===== src/rtl/ibuf_pkg.sv =====
package ibuf_pkg;

    // Decoded class of one instruction byte; KIND_MARK is the refetch marker.
    typedef enum logic [1:0] {
        KIND_MARK  = 2'd0,
        KIND_IMM   = 2'd1,
        KIND_BASIC = 2'd2,
        KIND_EXT   = 2'd3
    } kind_e;

    typedef struct packed {
        kind_e      kind;
        logic [6:0] imm;
        logic [7:0] op;
    } dec_t;

    localparam dec_t MARK_ENTRY = '{kind: KIND_MARK, imm: 7'd0, op: 8'd0};

    // ST_FETCH is encoded as zero so an all-zero reset lands in it.
    typedef enum logic [2:0] {
        ST_FETCH   = 3'd0,
        ST_DEC1    = 3'd1,
        ST_DEC2    = 3'd2,
        ST_RUN     = 3'd3,
        ST_GOFETCH = 3'd4
    } state_e;

endpackage


===== src/rtl/ibuf_byte_decode.sv =====
module ibuf_byte_decode
    import ibuf_pkg::*;
(
    input  logic [7:0] op_i,
    output dec_t       dec_o
);

    always_comb begin
        dec_o.op  = op_i;
        dec_o.imm = 7'd0;
        if (op_i[7]) begin
            dec_o.kind = KIND_IMM;
            dec_o.imm  = op_i[6:0];
        end else if (op_i[6:4] == 3'b000) begin
            dec_o.kind = KIND_BASIC;
        end else begin
            dec_o.kind = KIND_EXT;
        end
    end

endmodule


===== src/rtl/ibuf_slot_step.sv =====
module ibuf_slot_step #(
    parameter  int SLOTS = 4,
    localparam int IDX_W = $clog2(SLOTS)
) (
    input  logic [IDX_W-1:0] idx_i,
    input  logic [SLOTS-1:0] mark_i,
    output logic [IDX_W-1:0] next_o,
    output logic             hit_mark_o
);

    always_comb begin
        if (idx_i == IDX_W'(SLOTS - 1)) begin
            next_o = '0;
        end else begin
            next_o = idx_i + IDX_W'(1);
        end
        hit_mark_o = mark_i[next_o];
    end

endmodule


===== src/rtl/ibuf_frontend.sv =====
module ibuf_frontend
    import ibuf_pkg::*;
#(
    parameter int ADDR_W     = 16,
    parameter int WORD_W     = 32,
    parameter bit FAST_FETCH = 1'b1
) (
    input  logic              clk,
    input  logic              rst_n,
    output logic [ADDR_W-1:0] mem_addr_o,
    output logic              mem_req_o,
    input  logic              mem_ack_i,
    input  logic [WORD_W-1:0] mem_rdata_i,
    input  logic              adv_i,
    input  logic              redir_i,
    input  logic [ADDR_W-1:0] redir_addr_i,
    output logic              cur_valid_o,
    output logic [1:0]        cur_kind_o,
    output logic [6:0]        cur_imm_o,
    output logic [7:0]        cur_byte_o,
    output logic [ADDR_W-1:0] cur_pc_o
);

    localparam int                SLOTS     = WORD_W / 8;
    localparam int                IDX_W     = $clog2(SLOTS);
    localparam logic [ADDR_W-1:0] WORD_STEP = ADDR_W'(SLOTS);

    typedef struct packed {
        state_e             state;
        logic [ADDR_W-1:0]  word_addr;
        logic [IDX_W-1:0]   start;
        logic [WORD_W-1:0]  raw;
        dec_t [SLOTS-1:0]   slot;
        dec_t               cur;
        logic [IDX_W-1:0]   cur_idx;
    } regs_t;

    regs_t q, d;

    dec_t [SLOTS-1:0] dec_w;
    logic [SLOTS-1:0] mark_w;
    logic [IDX_W-1:0] next_idx;
    logic             next_is_mark;

    // One decoder per byte lane; lane 0 is the most significant byte.
    generate
        for (genvar g = 0; g < SLOTS; g++) begin : g_lane
            ibuf_byte_decode u_dec (
                .op_i  (q.raw[WORD_W-1-8*g -: 8]),
                .dec_o (dec_w[g])
            );
            assign mark_w[g] = (q.slot[g].kind == KIND_MARK);
        end
    endgenerate

    ibuf_slot_step #(.SLOTS(SLOTS)) u_step (
        .idx_i      (q.cur_idx),
        .mark_i     (mark_w),
        .next_o     (next_idx),
        .hit_mark_o (next_is_mark)
    );

    always_comb begin
        d = q;
        unique case (q.state)
            ST_FETCH: begin
                if (mem_ack_i) begin
                    d.raw   = mem_rdata_i;
                    d.state = ST_DEC1;
                end
            end
            ST_DEC1: begin
                // Lanes ahead of the start offset are never executed.
                for (int i = 0; i < SLOTS; i++) begin
                    d.slot[i] = (IDX_W'(i) < q.start) ? MARK_ENTRY : dec_w[i];
                end
                d.state = ST_DEC2;
            end
            ST_DEC2: begin
                d.cur           = q.slot[q.start];
                d.slot[q.start] = MARK_ENTRY;
                d.cur_idx       = q.start;
                d.state         = ST_RUN;
            end
            ST_RUN: begin
                if (adv_i) begin
                    if (next_is_mark) begin
                        d.word_addr = q.word_addr + WORD_STEP;
                        d.start     = '0;
                        d.state     = FAST_FETCH ? ST_FETCH : ST_GOFETCH;
                    end else begin
                        d.cur            = q.slot[next_idx];
                        d.slot[next_idx] = MARK_ENTRY;
                        d.cur_idx        = next_idx;
                    end
                end
            end
            ST_GOFETCH: begin
                d.state = ST_FETCH;
            end
            default: begin
                d.state = ST_FETCH;
            end
        endcase

        // A redirect overrides everything, including a same-cycle acknowledge.
        if (redir_i) begin
            d.state     = ST_FETCH;
            d.word_addr = {redir_addr_i[ADDR_W-1:IDX_W], IDX_W'(0)};
            d.start     = redir_addr_i[IDX_W-1:0];
            for (int i = 0; i < SLOTS; i++) begin
                d.slot[i] = MARK_ENTRY;
            end
        end
    end

    always_ff @(posedge clk or negedge rst_n) begin
        if (!rst_n) begin
            q <= '0;
        end else begin
            q <= d;
        end
    end

    assign mem_addr_o  = q.word_addr;
    assign mem_req_o   = (q.state == ST_FETCH);
    assign cur_valid_o = (q.state == ST_RUN);
    assign cur_kind_o  = q.cur.kind;
    assign cur_imm_o   = q.cur.imm;
    assign cur_byte_o  = q.cur.op;
    assign cur_pc_o    = {q.word_addr[ADDR_W-1:IDX_W], q.cur_idx};

endmodule


===== config.mk =====
export PLATFORM = sky130hd
export DESIGN_NAME = ibuf_frontend
export DESIGN_NICKNAME = d
export VERILOG_FILES = /design/src/rtl/ibuf_pkg.sv /design/src/rtl/ibuf_byte_decode.sv /design/src/rtl/ibuf_slot_step.sv /design/src/rtl/ibuf_frontend.sv
export SDC_FILE = /design/constraint.sdc
export NUM_CORES = 1
export LEC_CHECK = 0
export BUFFER_PORTS_ARGS = -buffer_cell sky130_fd_sc_hd__clkbuf_2
export CAP_MARGIN = 20
export CORE_ASPECT_RATIO = 0.8
export CORE_MARGIN = 10
export CORE_UTILIZATION = 40
export CTS_CLUSTER_SIZE = 25
export DETAILED_ROUTE_END_ITERATION = 12
export PLACE_DENSITY = 0.69
export REMOVE_ABC_BUFFERS = 1
export SLEW_MARGIN = 20
export SYNTH_ARGS = -nofsm -noshare
export SYNTH_HDL_FRONTEND = slang
export SYNTH_SLANG_ARGS = --single-unit
export TNS_END_PERCENT = 30

===== constraint.sdc =====
create_clock -name clk -period 3.2 [get_ports clk]
set_input_delay 0.8 -clock clk [delete_from_list [all_inputs] [get_ports clk]]
set_output_delay 0.8 -clock clk [all_outputs]
set_load 0.01 [all_outputs]

Yosys cells after proc, flatten, opt, wreduce, memory -nomap -nowiden
Cells that the tools add are included.
{ "totals": {"reg_bits": 140, "in_bits": 53, "output_inout_bits": 51, "wordCells": 103} }
{ "classes": {"n_addsub": 2, "order_cmp": 8, "n_eq_ne": 10, "n_mux": 38, "bitwise_logic": 4, "n_reduce_logical": 21} }
{ "ops": {"columns": ["cell", "n"], "rows": [
  ["$pmux 68 s3", 1],
  ["$mux 87", 2],
  ["$and 68x68->68", 2],
  ["$mux 17", 8],
  ["$not 68->68", 2],
  ["$bmux 17 s2", 2],
  ["$demux 17 s2", 2],
  ["$mux 68", 1],
  ["$mux 21", 3],
  ["$pmux 19 s2", 1],
  ["$mux 7", 4],
  ["$mux 18", 1],
  ["$add 16x3->16 const B", 1],
  ["$logic_not 3->1", 5],
  ["$pmux 3 s4", 1],
  ["$reduce_and 3->1", 4],
  ["$mux 2", 5],
  ["$logic_not 2->1", 4],
  ["$reduce_bool 2->1", 4],
  ["$eq 3x2->1 const B", 2],
  ["$lt 2x3->1 const B", 2],
  ["$ne 3x3->1 const B", 2],
  ["$mux 1", 5],
  ["$ge 2x1->1 const B", 2],
  ["13 further kinds", 17]
]} }

Logic depth before layout (Yosys ltp)
Gate-level depths: netlist of run 1.
{ "logic_depth": {"ltp_word": 12, "depth_mapped": 10} }

Hierarchy
A second synthesis of run 1 with hierarchy kept.
{ "hier_totals": {"cells_unflattened": 601, "hier_area_um2": 6767.7} }
{ "modules_own_cells": {"columns": ["mod", "instances", "cells_each", "area_each_um2"], "rows": [
  ["ibuf_frontend", 1, 530, 6233.5],
  ["ibuf_byte_decode", 4, 17, 123.9],
  ["ibuf_slot_step", 1, 3, 38.8]
]} }

Least setup slack after synthesis of run 1
OpenSTA, ideal clock, no wires.
{ "synth_timing": {"kind": "reg2reg", "startpoint": "register q, in the netlist cur_pc_o[0]", "endpoint": "register q[83] in the netlist's numbering", "arrival_time_ns": 2.341, "t_required_ns": 3.079, "slack_ns": 0.738, "path_stages_with_launch": 10, "path_buffers": 3, "cell_sequence": "dfrtp_1 > inv_1 > ha_1 > clkbuf_1 > mux4_2 > buf_4 > o21bai_4 > o21ai_2 > buf_2 > a22o_1"} }
{ "synth_between": {"elab_chain_len": 12, "elab_cells_between_ends": 18, "cone_classes": "add/sub (1); order compare (2); eq/ne (2); mux (9); bitwise (2); reduce/logical (2)"} }
{ "synth_lines": {"columns": ["element", "line_no", "text"], "rows": [
  ["start, declared", "ibuf_frontend.sv:38", "regs_t q, d;"],
  ["start signal, assigned", "ibuf_frontend.sv:119", "q <= '0;"],
  ["start signal, assigned", "ibuf_frontend.sv:121", "q <= d;"],
  ["$add 2x1->2 / $eq 2x2->1 (equally long branches)", "ibuf_slot_step.sv:15, ibuf_slot_step.sv:12", null],
  ["$mux 2 (*)", "ibuf_slot_step.sv:12", "if (idx_i == IDX_W'(SLOTS - 1)) begin"],
  ["$lt 2x3->1 (implied by the code) / $ge 2x1->1 (equally long branches)", "ibuf_frontend.sv:93", "d.slot[next_idx] = MARK_ENTRY;"],
  ["$logic_and 1x1->1 (implied by the code)", "ibuf_frontend.sv:93", null],
  ["$mux 17 (implied by the code)", "ibuf_frontend.sv:93", null],
  ["$demux 17 s2", "ibuf_frontend.sv:93", null],
  ["$not 68->68 (no line)", null, null],
  ["$and 68x68->68 (no line)", null, null],
  ["$mux 87", "ibuf_frontend.sv:87", "if (next_is_mark) begin"],
  ["$mux 87", "ibuf_frontend.sv:86", "if (adv_i) begin"],
  ["$pmux 68 s3", "ibuf_frontend.sv:65", "unique case (q.state)"],
  ["$mux 68", "ibuf_frontend.sv:107", "if (redir_i) begin"]
]} }
Every way passes the cells marked *; elsewhere a longest branch is shown, timed or not. The select of a mux whose other input is x is not followed.
A chain may end at the register's enable or synchronous reset.

Final worst setup path of run 1
{ "layout_timing": {"startpoint": "register q[138] in the netlist's numbering", "endpoint": "output cur_valid_o"} }
{ "layout_between": {"elab_chain_len": 1} }
{ "layout_lines": {"columns": ["element", "line_no", "text"], "rows": [
  ["$eq 3x2->1", "ibuf_frontend.sv:127", "assign cur_valid_o = (q.state == ST_RUN);"],
  ["end, declared", "ibuf_frontend.sv:17", "output logic cur_valid_o,"]
]} }
No other way between the ends.

==> summary.txt, run 1 <==
Run status
  • Outcome: finished clean

Clocking
  • TritonCTS Buffers: 17
  • CTS tree: built
  • Clock sink total: 137
  • Clock slew at reported path FFs: 60 ps
  • Clk buf depth: 2
  • H-tree levels: 4
  • Clk_lat worst skew: 430 ps
  • Root Buffer: clkbuf_16
  • Hold-fix buffers, CTS: 0

Routing
  • Final ANT Viol Nets: 0
  • DR vias: 5632
  • Drt total wl: 20140 um
  • DRT iter0 DRCs: 550
  • Number of remaining DRC errors: 0
  • Drt wl/cell: 20.30 um
  • Initial DRT Pass Iterations: 5
  • Via-per-instance ratio: 5.677

Timing
  • Worst-margin pin slew: 921.0 ps
  • Final Setup Violations: 0
  • Crit share post-route: 0.8942
  • Slew headroom: 0.3837
  • Clk_skew: 9.316 ps
  • RSZ-0062 raised after global routing: no
  • Final Max Tran Viols: 0
  • Setup TNS: 0 ps
  • Upper clock frequency limit: 349.5 MHz
  • Final Critical Period: 2861 ps
  • Setup slack after layout: 338.7 ps
  • Endpoints failing hold: 0

Synthesis
  • Distinct cells, synth: 52
  • Seq cells post-synth: 137
  • Synth Area in XOR/XNOR: 0.01503
  • Area contributors post-synth: dfrtp_1, mux4_2, mux2_2
  • Synth Area in Simple Gates: 0.09316
  • Count of flip-flops with a built-in enable after synthesis: 0
  • Mux cell area share after synthesis: 0.1871
  • Mapped Cells: 677
  • Synth Area in Compound Gates: 0.1551
  • Largest family of logic cells by synthesized area: multiplexers
  • Synthesized area per cell: 11.19 um^2
  • Register area share after synthesis: 0.4526
  • Most common flop cell mapped by yosys: dfrtp_1
  • FFs w/ async S/R, synth: 1.000
  • Area fraction of the dominant cell type after synthesis: 0.4526
  • Synth Cell Area: 7575 um^2
  • Yosys Warn Count: 0
  • Biggest area consumer among synthesized cells: dfrtp_1
  • Adder-cell share of the synthesized area: 0.01321

Final layout
  • Reg area: 3428 um^2
  • P&R area growth vs syn: 14.12%
  • Share of cells above drive strength 1: 0.3451
  • Layout Cells excl Fill: 992
  • Most common cell after layout, fill and taps aside: dfrtp_1
  • Layout fillers: 1728
  • Area of the multi-input gates: 3522 um^2
  • Most frequent cells in the layout: dfrtp_1, clkbuf_2, mux2_2
  • Nets: 787
  • Ant diodes: 0

Setup path
  • Critical path endpoint category: output port
  • Worst-path fanout max: 18
  • Crit path launch type: flip-flop
  • WP data required: 2400 ps
  • Crit path DAT: 2060 ps
  • Setup CP Type: flip-flop to output port

Job
  • Max-Cap Viols: 0

GRT
  • Initial antenna violation count: 0
  • Global-route wire length before repair: 32510 um
  • Total GRT Usage: 0.1641
  • Vias in the first global route: 5609
  • Remaining global-route overflow: 0
  • Largest net degree at the start of global routing: 64

Floorplan
  • Initial core utilization: 0.4119
  • Site Rows: 44
  • Core area: 18390 um^2
  • I/O Pins: 104
  • Die X: 173.9 um
  • Die ar.: 24880 um^2
  • Die height: 143.1 um

Pwr
  • Pwr/cell area: 990.5 nW/um^2
  • Flop pwr share: 0.361
  • Power Total: 8.562 mW
  • Leakage: 4.010 nW
  • Switch Pwr: 3.302 mW
  • Logic pwr share: 0.397
  • Internal cell power: 5.260 mW
  • Sw Ratio: 0.3857
  • Peak supply drop: 0.5123 mV
  • Clock power share: 0.243

Min path
  • Worst min path class: input port to async pin

Placement
  • RePlAce Congestion: 0.9272
  • DPL Wire Length: 14320 um
  • Port bufs: 101
  • Pre-CTS setup slack: 236.3 ps
  • Placed cell count: 960
-- flip-flops by register name (all words and copies together), names as in the netlist --
signal / count
q: 104
cur_imm_o: 7
cur_pc_o: 2
mem_addr_o: 14
cur_kind_o: 2
cur_byte_o: 8
-- layout make-up --
| cell class | count | area share |
|---|---|---|
| Timing Repair Buffer | 124 | 0.08062 |
| Tap cell | 253 | 0.03662 |
| Clock buffer | 22 | 0.05601 |
| Clock inverter | 10 | 0.01621 |
| Multi-Input combinational cell | 431 | 0.4074 |
| Sequential cell | 137 | 0.3966 |
| Inverter | 15 | 0.006513 |
-- per-layer routing --
layer,global-route usage,wire length [um],up-vias
met1,0.2297,9299,2845
met5,0,0,-
met3,0.04058,1535,29
met2,0.2427,8953,218
met4,0.05613,353,0
li1,-,-,2540
-- metrics by stage --
stage               cell area (um^2)    util  hold WS, ps
global placement                8018  0.4360        489.1
finish                          8645  0.4701        354.9
CTS                             8642  0.4700        379.6
global route                    8645  0.4701        405.5
detailed placement              8018  0.4360        503.1
floorplan                       7004       -        458.4
-- synth_stat cells, types with 13 or more instances --
cell,n
a211oi_1,13
clkbuf_1,22
mux4_2,35
buf_2,15
inv_1,15
a22o_1,41
dfrtp_1,137
mux2_2,55
o22ai_1,17
a21oi_1,24
nand2_1,47
a21o_1,16
nor2_1,52
buf_4,51
o21ai_0,29
-- worst paths after layout --
| kind | slack [ps] | end | cells after the start | from |
|---|---|---|---|---|
| min | 350 | q[117] | 1 | rst_n |
| max in group asynchronous | 2130 | q[56] | 2 | rst_n |
| min in group clk | 510 | q[26] | 1 | q[26] |
| min reg2reg | 510 | q[26] | 1 | q[26] |
| max | 340 | cur_valid_o | 3 | q[138] |
| max reg2reg | 350 | cur_kind_o[0] | 7 | cur_pc_o[0] |
-- repair_timing --
item | 4_1_cts | 5_1_grt
gates resized for setup | 0 | 1
setup endpoints to repair | 0 | 14
buffers inserted | 0 | 0
endpoints found under the hold margin | 0 | 0
-- worst max-delay path, cell delays in order (launching register included) --
cell	delay, ps
dfrtp_1	380
ha_1	720
buf_4	360
clkbuf_2	170
-- power by group through the flow --
stage          clock (mW)  combinational [mW]  sequential, mW
3_5_place_dp            0                3.37            3.08
2_1_floorplan           0                2.36            2.85
5_1_grt              2.18                3.71            3.18
4_1_cts              2.11                3.39            3.06
6_report             2.08                3.40            3.09
3_3_place_gp            0                3.31            3.05
-- cells by family (layout without fill, tap and decap cells) --
kind of cell	count (synthesis)	count (layout)
adders and majority gates	8	8
buffers and inverters	110	171
other	1	2
and+or+nand+nor	151	151
xor gates and xnor gates	13	13
DFF	137	137
muxes	91	91
AOI/OAI and AO/OA	166	166
Note: power is estimated with default switching activity, not from simulation.
==> run 2: changes to the inputs <==
--- a/config.mk
+++ b/config.mk
@@ -5,14 +5,15 @@
 export SDC_FILE = /design/constraint.sdc
 export NUM_CORES = 1
 export LEC_CHECK = 0
+export ABC_AREA = 1
 export BUFFER_PORTS_ARGS = -buffer_cell sky130_fd_sc_hd__clkbuf_2
 export CAP_MARGIN = 20
 export CORE_ASPECT_RATIO = 0.8
 export CORE_MARGIN = 10
-export CORE_UTILIZATION = 40
+export CORE_UTILIZATION = 60
 export CTS_CLUSTER_SIZE = 25
 export DETAILED_ROUTE_END_ITERATION = 12
-export PLACE_DENSITY = 0.69
+export PLACE_DENSITY = 0.92
 export REMOVE_ABC_BUFFERS = 1
 export SLEW_MARGIN = 20
 export SYNTH_ARGS = -nofsm -noshare
==> run 2 against run 1 <==
Design area is 13% higher. Register-to-register slack better by 140 ps. Via count rose by 66%. Synthesized cell count rose by 99%. Cell count increased by 58%. Highest routed layer is now met5.
==> summary.txt, run 2 <==
Run status
  • Outcome: finished clean (unchanged)

Clocking
  • Root Buffer: clkbuf_16 (unchanged)
  • Clk buf depth: 2 (unchanged)
  • Post-CTS setup buffer count: 0 (unchanged)
  • Hold-fix buffers, CTS: 0 (unchanged)
  • H-tree levels: 4 (unchanged)
  • Clock sink total: 137 (unchanged)
  • Post-CTS Resized: 0 (unchanged)
  • CTS tree: built (unchanged)
  • Clk_lat worst skew: 430 ps (about the same)
  • Clock slew at reported path FFs: 60 ps (about the same)
  • TritonCTS Buffers: 17 (unchanged)

Setup path
  • Slowest stage delay, CP: 500 ps (was 720 ps)
  • WP data required: 3510 ps (was 2400 ps)
  • CP max stage cell: dfrtp_1 (was ha_1)
  • Cell repeated most along the worst path: nand2_1
  • Crit path launch type: flip-flop (unchanged)
  • Worst-path fanout max: 36 (was 18)
  • Crit path DAT: 3030 ps (was 2060 ps)
  • Critical path endpoint category: flip-flop (was output port)
  • Worst path cell trace: ha_1 -> inv_1 -> nand2_4 -> nand2_1 -> nand3_1 -> nand3_2 -> nand2_1 -> nand2_2 -> nand2_1 -> nand2_1 (was ha_1 -> buf_4 -> clkbuf_2)
  • Setup CP Type: flip-flop to flip-flop (was flip-flop to output port)
  • Reg2reg path depth: 10 (was 7)

Timing
  • Final Max Tran Viols: 0 (unchanged)
  • Final Critical Period: 2711 ps (was 2861 ps)
  • RSZ-0062 raised after global routing: no (unchanged)
  • Endpoints failing hold: 0 (unchanged)
  • Crit share post-route: 0.8473 (was 0.8942)
  • Upper clock frequency limit: 368.8 MHz (was 349.5 MHz)
  • Worst-margin pin slew: 745.3 ps (was 921.0 ps)
  • Final Setup Violations: 0 (unchanged)
  • Clk_skew: 5.955 ps (was 9.316 ps)
  • Slew headroom: 0.5014 (was 0.3837)

GRT
  • Vias in the first global route: 8622 (was 5609)
  • Total GRT Usage: 0.2662 (was 0.1641)
  • Largest net degree at the start of global routing: 66 (was 64)
  • Remaining global-route overflow: 0 (unchanged)
  • Global-route wire length before repair: 44010 um (was 32510 um)
  • Initial antenna violation count: 0 (unchanged)

Final layout
  • Most frequent cells in the layout: nand2_1, nand3_1, dfrtp_1 (was dfrtp_1, clkbuf_2, mux2_2)
  • Share of cells above drive strength 1: 0.1450 (was 0.3451)
  • Reg area: 3428 um^2 (unchanged)
  • Most common cell after layout, fill and taps aside: nand2_1 (was dfrtp_1)
  • Largest Register: q (unchanged)
  • Layout Cells excl Fill: 1563 (was 992)
  • Layout fillers: 1212 (was 1728)
  • Max reg flops: 104 (unchanged)
  • Nets: 1428 (was 787)
  • Area of the multi-input gates: 4619 um^2 (was 3522 um^2)
  • Final core area utilization: 0.6769 (was 0.4701)
  • P&R area growth vs syn: 8.767% (was 14.12%)
  • Ant diodes: 0 (unchanged)

Job
  • Max-Cap Viols: 0 (unchanged)

Synthesis
  • FFs w/ async S/R, synth: 1.000 (unchanged)
  • Synthesized area per cell: 6.696 um^2 (was 11.19 um^2)
  • Adder-cell share of the synthesized area: 0.01110 (was 0.01321)
  • Count of flip-flops with a built-in enable after synthesis: 0 (unchanged)
  • Synth Area in XOR/XNOR: 0.002913 (was 0.01503)
  • Largest family of logic cells by synthesized area: simple AND/OR/NAND/NOR gates (was multiplexers)
  • Top-count cell post-synth: nand2_1 (was dfrtp_1)
  • Synth top cells by count: nand2_1, nand3_1, dfrtp_1 (was dfrtp_1, mux2_2, nor2_1)
  • Most common flop cell mapped by yosys: dfrtp_1 (unchanged)
  • Synth Area in Compound Gates: 0.05632 (was 0.1551)
  • Register area share after synthesis: 0.3801 (was 0.4526)
  • Mapped Cells: 1347 (was 677)
  • Biggest area consumer among synthesized cells: dfrtp_1 (unchanged)
  • Area contributors post-synth: dfrtp_1, nand2_1, nand3_1 (was dfrtp_1, mux4_2, mux2_2)
  • Yosys Warn Count: 0 (unchanged)
  • Synth Cell Area: 9020 um^2 (was 7575 um^2)
  • Mux cell area share after synthesis: 0.01873 (was 0.1871)
  • Synth Area in Simple Gates: 0.4211 (was 0.09316)
  • Seq cells post-synth: 137 (unchanged)
  • Area fraction of the dominant cell type after synthesis: 0.3801 (was 0.4526)
  • Distinct cells, synth: 33 (was 52)

Floorplan
  • Site Rows: 39 (was 44)
  • Core area: 14490 um^2 (was 18390 um^2)
  • I/O Pins: 104 (unchanged)
  • Die X: 157.1 um (was 173.9 um)
  • Die height: 129.7 um (was 143.1 um)
  • Initial core utilization: 0.6224 (was 0.4119)
  • Die ar.: 20370 um^2 (was 24880 um^2)

Pwr
  • Power Total: 9.175 mW (was 8.562 mW)
  • Leakage: 5.164 nW (was 4.010 nW)
  • Pwr/cell area: 935.2 nW/um^2 (was 990.5 nW/um^2)
  • Peak supply drop: 0.5570 mV (was 0.5123 mV)

Routing
  • Drt total wl: 27000 um (was 20140 um)
  • Initial DRT Pass Iterations: 8 (was 5)
  • DRT iter0 DRCs: 1658 (was 550)
  • Number of remaining DRC errors: 0 (unchanged)
  • DR vias: 9368 (was 5632)
  • Via-per-instance ratio: 5.994 (was 5.677)
  • Final ANT Viol Nets: 0 (unchanged)
  • Drt wl/cell: 17.28 um (was 20.30 um)

Placement
  • Port bufs: 101 (unchanged)
  • Placed cell count: 1532 (was 960)
  • RePlAce Congestion: 0.9904 (was 0.9272)
  • DPL Wire Length: 18280 um (was 14320 um)

Min path
  • Worst min path class: input port to async pin (unchanged)
-- run 2: changes by cell type in the layout (fill, tap and decap cells not counted), sizes merged, moves of 7 or more --
cell,previous run,this run
a211oi,13,0
a21o,16,0
a21oi,24,62
a22o,41,0
and3,7,0
inv,16,58
mux2,55,15
mux4,35,0
nand2,47,550
nand3,7,269
nor2,53,60
o22ai,17,1
-- run 2: kinds of logic after synthesis --
logic type,Yosys count
AOI/OAI and AO/OA,99
xor gates and xnor gates,3
buffers and inverters,187
adders and majority gates,8
and+or+nand+nor,897
muxes,15
other,1
DFF,137
-- run 2: layout make-up --
class,count,share of cell area
multi-input cells,1024,0.4709
flip-flops and latches,137,0.3494
repair buffers,129,0.07741
clock buffers,19,0.04617
well taps,184,0.02347
inverters,58,0.02219
clock inverters,12,0.01046
-- run 2: path summary, 6_finish.rpt --
check                                   start              to  slack (ps)
max in group asynchronous               rst_n  mem_addr_o[12]        2130
worst max register to register    cur_pc_o[0]   cur_byte_o[1]         490
worst max-delay path              cur_pc_o[0]   cur_byte_o[1]         490
worst min-delay path                    rst_n           q[93]         340
worst min register to register  cur_byte_o[2]   cur_byte_o[2]         480
min in group clk                cur_byte_o[2]   cur_byte_o[2]         480
-- run 2: power breakdown --
part	internal, mW	switching, mW
Clock	1.10	0.775
Sequential	2.38	0.685
Combinational	1.46	2.78
-- run 2: metrics by stage --
step           hold WS, ps  area [um^2]  worst slack, ps  setup TNS (ps)
2_1_floorplan        469.9         8255            -1037          -77280
3_3_place_gp         457.8         9255            714.7               0
3_5_place_dp         462.3         9255            573.9               0
4_1_cts              385.6         9811            532.0               0
5_1_grt              402.1         9811            187.5               0
6_report             344.5         9811            488.6               0
-- run 2: routing by layer --
metal,track usage,part of all wire,up-vias
met2,0.4108,0.45,624
met1,0.3600,0.40,4327
met4,0.1059,0.028,3
met3,0.05688,0.12,86
met5,0,0.0015,-
li1,-,-,4328
-- run 2: critical path, delay by kind of cell (launching register included) --
kind,cells,cell delay [ps]
fa+ha+maj,1,300
flops,1,500
buf+inv,1,100
simple gates,8,1680
